$ cat config.mk
export PLATFORM = sky130hd
export DESIGN_NAME = spi_dbuf_master
export DESIGN_NICKNAME = d
export VERILOG_FILES = /design/src/rtl/spi_dbuf_master.sv
export SDC_FILE = /design/constraint.sdc
export NUM_CORES = 1
export LEC_CHECK = 0
export ABC_AREA = 1
export BUFFER_PORTS_ARGS = -buffer_cell sky130_fd_sc_hd__buf_2
export CELL_PAD_IN_SITES_DETAIL_PLACEMENT = 1
export CELL_PAD_IN_SITES_GLOBAL_PLACEMENT = 1
export CORE_AREA = 2 2 89 91
export DETAILED_ROUTE_END_ITERATION = 8
export DIE_AREA = 0 0 91 93
export PLACE_DENSITY_LB_ADDON = 0.3
export SLEW_MARGIN = 0
export SYNTH_ARGS = -nofsm -noshare
export SYNTH_HDL_FRONTEND = slang
export SYNTH_SLANG_ARGS = --single-unit
export TNS_END_PERCENT = 50
$ cat constraint.sdc
create_clock -name clk -period 2.2 [get_ports clk]
set_input_delay 0.22 -clock clk [delete_from_list [all_inputs] [get_ports clk]]
set_output_delay 0.22 -clock clk [all_outputs]
set_load 0.03 [all_outputs]
$ cat src/rtl/spi_dbuf_master.sv
module spi_dbuf_master #(
  parameter int DATA_W = 8,
  parameter int DIV_W  = 8
) (
  input  logic              clk,
  input  logic              rst_n,
  input  logic              soft_rst,
  input  logic              cpol,
  input  logic              cpha,
  input  logic              lsb_first,
  input  logic [DIV_W-1:0]  half_div,
  input  logic              wr_en,
  input  logic [DATA_W-1:0] wr_data,
  input  logic              rx_clr,
  input  logic              err_clr,
  output logic              tx_ready,
  output logic              busy,
  output logic              rx_done,
  output logic [DATA_W-1:0] rx_data,
  output logic              wr_err,
  output logic              sclk,
  output logic              mosi,
  input  logic              miso
);
  localparam int EDGES = 2 * DATA_W;
  localparam int EW    = $clog2(EDGES + 1);

  logic              hold_full, active, lvl;
  logic [DATA_W-1:0] hold_q, tx_sh, rx_sh, rx_next;
  logic [DIV_W-1:0]  cnt, half_eff;
  logic [EW-1:0]     ecnt, e_num;
  logic              tick, lead, samp, shft, last, accept, load;

  assign half_eff = (half_div == '0) ? DIV_W'(1) : half_div;
  assign tick     = active && (cnt == half_eff - DIV_W'(1));
  assign e_num    = ecnt + EW'(1);
  assign lead     = e_num[0];
  assign samp     = tick && (lead ^ cpha);
  assign shft     = tick && !(lead ^ cpha) && (e_num != EW'(1)) && (e_num != EW'(EDGES));
  assign last     = tick && (e_num == EW'(EDGES));
  assign accept   = wr_en && !hold_full;
  assign load     = hold_full && (!active || last);
  assign rx_next  = lsb_first ? {miso, rx_sh[DATA_W-1:1]} : {rx_sh[DATA_W-2:0], miso};

  assign tx_ready = !hold_full;
  assign busy     = active || hold_full;
  assign sclk     = cpol ^ lvl;
  assign mosi     = lsb_first ? tx_sh[0] : tx_sh[DATA_W-1];

  always_ff @(posedge clk or negedge rst_n) begin
    if (!rst_n) begin
      hold_full <= 1'b0;
      hold_q    <= '0;
      tx_sh     <= '0;
      rx_sh     <= '0;
      rx_data   <= '0;
      rx_done   <= 1'b0;
      wr_err    <= 1'b0;
      active    <= 1'b0;
      lvl       <= 1'b0;
      cnt       <= '0;
      ecnt      <= '0;
    end else if (soft_rst) begin
      hold_full <= 1'b0;
      rx_done   <= 1'b0;
      wr_err    <= 1'b0;
      active    <= 1'b0;
      lvl       <= 1'b0;
      cnt       <= '0;
      ecnt      <= '0;
    end else begin
      if (accept) begin
        hold_q    <= wr_data;
        hold_full <= 1'b1;
      end

      if (wr_en && hold_full) wr_err <= 1'b1;
      else if (err_clr)       wr_err <= 1'b0;

      if (tick) begin
        cnt  <= '0;
        lvl  <= ~lvl;
        ecnt <= e_num;
      end else if (active) begin
        cnt <= cnt + DIV_W'(1);
      end

      if (samp) rx_sh <= rx_next;
      if (shft) tx_sh <= lsb_first ? (tx_sh >> 1) : (tx_sh << 1);

      if (last) begin
        rx_data <= samp ? rx_next : rx_sh;
        rx_done <= 1'b1;
        active  <= 1'b0;
        ecnt    <= '0;
      end else if (rx_clr) begin
        rx_done <= 1'b0;
      end

      if (load) begin
        tx_sh     <= hold_q;
        hold_full <= 1'b0;
        active    <= 1'b1;
        cnt       <= '0;
        ecnt      <= '0;
      end
    end
  end
endmodule

==> results.py <==
metrics = {
    "grt": {
        "track_usage": 0.191,
        "antenna_found_initial": 0,
        "grt_pass1_wl_um": 13000,
        "grt_pass1_vias": 2727,
        "overflow": 0,
        "grt_max_degree": 27,
    },
    "critical_path": {
        "rrSetupSlack_ns": 0.08,
        "slowest_delay_ns": 0.32,
        "cpMaxStageDelayCell": "a21oi_4",
        "critPathKind": "in -> reg",
        "cp.arrival_ns": 2.41,
        "start_kind": "input pin",
        "cp_max_fo": 8,
        "cp_cell_sequence": "buf_8 -> nor2_4 -> nand2_1 -> inv_1 -> nand2_2 -> nand2_2 -> inv_2 -> ha_4 -> a21oi_2 -> o21ai_2 -> nor2_2 -> nand3_1 -> nor2_2 -> nor2b_4 -> nand4_1 -> a21oi_4 -> nand2_1 -> nand2_1",
        "end_kind": "register",
        "worst_path_most_repeated_cell": "nand2_1",
        "required_ns": 2.44,
    },
    "placement": {
        "dp_hpwl_um": 5710,
        "dp_cells": 519,
        "routabilityCongestion": 0.832,
        "io_buffer_count": 39,
    },
    "timing": {
        "hold_viol": 0,
        "worst_pin_slew_ns": 0.636,
        "finClkSkew_ns": 0.00884,
        "hold_slack_ns": 0.140,
        "setup_viol": 0,
        "fin_crit_sh": 0.987,
        "rsz0062_at_grt": "yes",
        "fmax_ghz": 0.460,
        "maxSlewViolCount": 0,
        "slew_headroom": 0.576,
        "period_needed_ns": 2.17,
    },
    "cts": {
        "cts_tree": "yes",
        "clock-sinks": 50,
        "clk_pin_slew_ns": 0.09,
        "cts-buffers-inserted": 5,
        "cts_root_buffer": "clkbuf_8",
        "cts.htree.levels": 2,
        "clockBufferDepth": 2,
        "clk_latency_ns": 0.30,
    },
    "finish": {
        "syn_to_final_growth_pct": 28.5,
        "fin_cells": 534,
        "drive_above_1_share": 0.322,
        "diodes": 0,
        "nets": 461,
    },
    "drt": {
        "first_iter_violations": 82,
        "wl_met3_um": 218,
        "routed_wl_um": 7900,
        "vias": 2632,
        "top_layer_used": "met4",
        "avgViaCountPerCell": 4.93,
        "drc": 0,
        "firstDrtPassIters": 4,
        "m1WireLength_um": 3690,
        "routedWlPerCell_um": 14.8,
        "ant_nets": 0,
        "met2_length_um": 3930,
    },
    "pwr": {
        "ir_drop_mv": 0.426,
        "power.density_mw_per_mm2": 622,
        "p_leak_nw": 1.87,
    },
    "floorplan": {
        "ios": 40,
        "rows": 32,
        "die_area_sq_mm": 0.00846,
        "start_util": 0.389,
        "core_area_sq_mm": 0.00753,
        "die_h_um": 93,
        "die_x_um": 91,
    },
    "worst_hold_path": {
        "hold_class": "in -> reg",
    },
    "synthesis": {
        "synth_edf_count": 0,
        "synth_top_cell_by_area": "dfrtp_1",
        "ys.flop_type": "dfrtp_1",
        "netlist.area_leader.share": 0.427,
        "avgSynthCellArea_sq_um": 8.19,
        "synthDistinctLibCells": 34,
        "syn_area_sq_mm": 0.00293,
        "post-synth-top-count-cell": "nand2_1",
        "ys_ff_latch": 50,
        "syn_inst": 358,
        "yosys-top-cells-area": "dfrtp_1, nand2_1, inv_1",
        "synth_fp_nets": 388,
        "synth_top_cells_by_count": "nand2_1, dfrtp_1, inv_1",
        "async_flop_share": 1.00,
        "yosysWarnings": 0,
        "seq_area_frac_synth": 0.427,
    },
    "status": {
        "status": "finished clean",
    },
    "job": {
        "maxCapViolations": 0,
    },
}
## path summary, 6_finish.rpt
check / start / endpoint / cells after the start
setup / recovery: half_div[5] / tx_sh[5] / 18
hold / removal: wr_data[3] / hold_q[3] / 2
setup reg to reg: ecnt[0] / tx_sh[5] / 11
hold reg to reg: tx_sh[0] / tx_sh[0] / 2
max in group asynchronous: rst_n / tx_sh[0] / 3
min in group asynchronous: rst_n / cnt[5] / 2
## per-layer routing
| metal | global-route usage | vias to the layer above |
|---|---|---|
| met4 | 0.0379 | 0 |
| li1 | - | 1309 |
| met1 | 0.254 | 1275 |
| met2 | 0.335 | 42 |
| met5 | 0 | - |
| met3 | 0.0266 | 6 |
## cells in the final DEF, fill, tap and decap left out, drive strengths merged
cell | Yosys | final
a21oi | 8 | 8
a32o | 1 | 1
buf | 6 | 74
bufinv | 0 | 2
clkbuf | 5 | 6
clkinv | 1 | 1
dfrtp | 50 | 50
dlygate4sd3 | 0 | 1
ha | 4 | 4
inv | 36 | 36
mux2 | 10 | 10
mux2i | 5 | 5
nand2 | 111 | 111
nand3 | 28 | 29
nand4 | 9 | 9
nor2 | 27 | 28
nor2b | 1 | 1
nor3 | 5 | 5
o21ai | 35 | 35
o31ai | 1 | 1
xnor2 | 4 | 4
xor2 | 11 | 11
## state kept, by name, indices dropped and copies added, names as in the netlist
register / flops
hold_q: 8
tx_sh: 8
wr_err: 1
active: 1
ecnt: 5
cnt: 8
rx_done: 1
rx_data: 8
hold_full: 1
rx_sh: 8
lvl: 1
## cell type report
type | instances | area (sq um)
fill | 959 | 3760
clock inverter | 2 | 60.1
clock buffer | 6 | 82.6
inverter | 37 | 141
sequential | 50 | 1250
timing repair buffer | 75 | 523
tap | 102 | 128
multi-input combinational | 262 | 1580
## critical path, delay by kind of cell
kind	cells	cell delay, ns
adder cells (fa/ha/maj)	1	0.24
AO/OA/AOI/OAI	3	0.54
AND/OR/NAND/NOR	11	1.17
buffers and inverters	3	0.22
## repair_timing
| item | 4_1_cts | 5_1_grt |
|---|---|---|
| pin swaps | 6 | 25 |
| endpoints found under the hold margin | 24 | 0 |
| setup buffers | 0 | 4 |
| gates cloned | 0 | 2 |
| hold buffers | 1 | 0 |
| setup endpoints to repair | 28 | 39 |
| gates resized for setup | 5 | 25 |
## power breakdown
group / internal (mW) / total, mW / switching, mW
Combinational: 0.198 / 0.463 / 0.265
Sequential: 1.01 / 1.08 / 0.0729
Clock: 0.485 / 0.796 / 0.311
## metrics by stage
| step | instance area, sq um | total power [mW] | TNS (ns) | utilization | setup slack [ns] |
|---|---|---|---|---|---|
| after CTS | 3620 | 2.36 | 0 | 0.481 | 0.0224 |
| final | 3770 | 2.34 | 0 | 0.500 | 0.0278 |
| after floorplan | 2950 | 1.37 | 0 | - | 0.00294 |
| after detailed placement | 3450 | 1.54 | -12.88 | 0.458 | -0.394 |
| after global placement | 3450 | 1.51 | -6.02 | 0.458 | -0.197 |
| after global routing | 3770 | 2.48 | -2.22 | 0.500 | -0.139 |
## cell families after synthesis
| group | after synthesis | synth area share |
|---|---|---|
| and+or+nand+nor | 181 | 0.285 |
| AOI/OAI and AO/OA | 45 | 0.0961 |
| DFF | 50 | 0.427 |
| adders and majority gates | 4 | 0.0171 |
| muxes | 15 | 0.0555 |
| xor gates and xnor gates | 15 | 0.0448 |
| buffers and inverters | 48 | 0.0747 |
(Power assumes the default switching activity.)
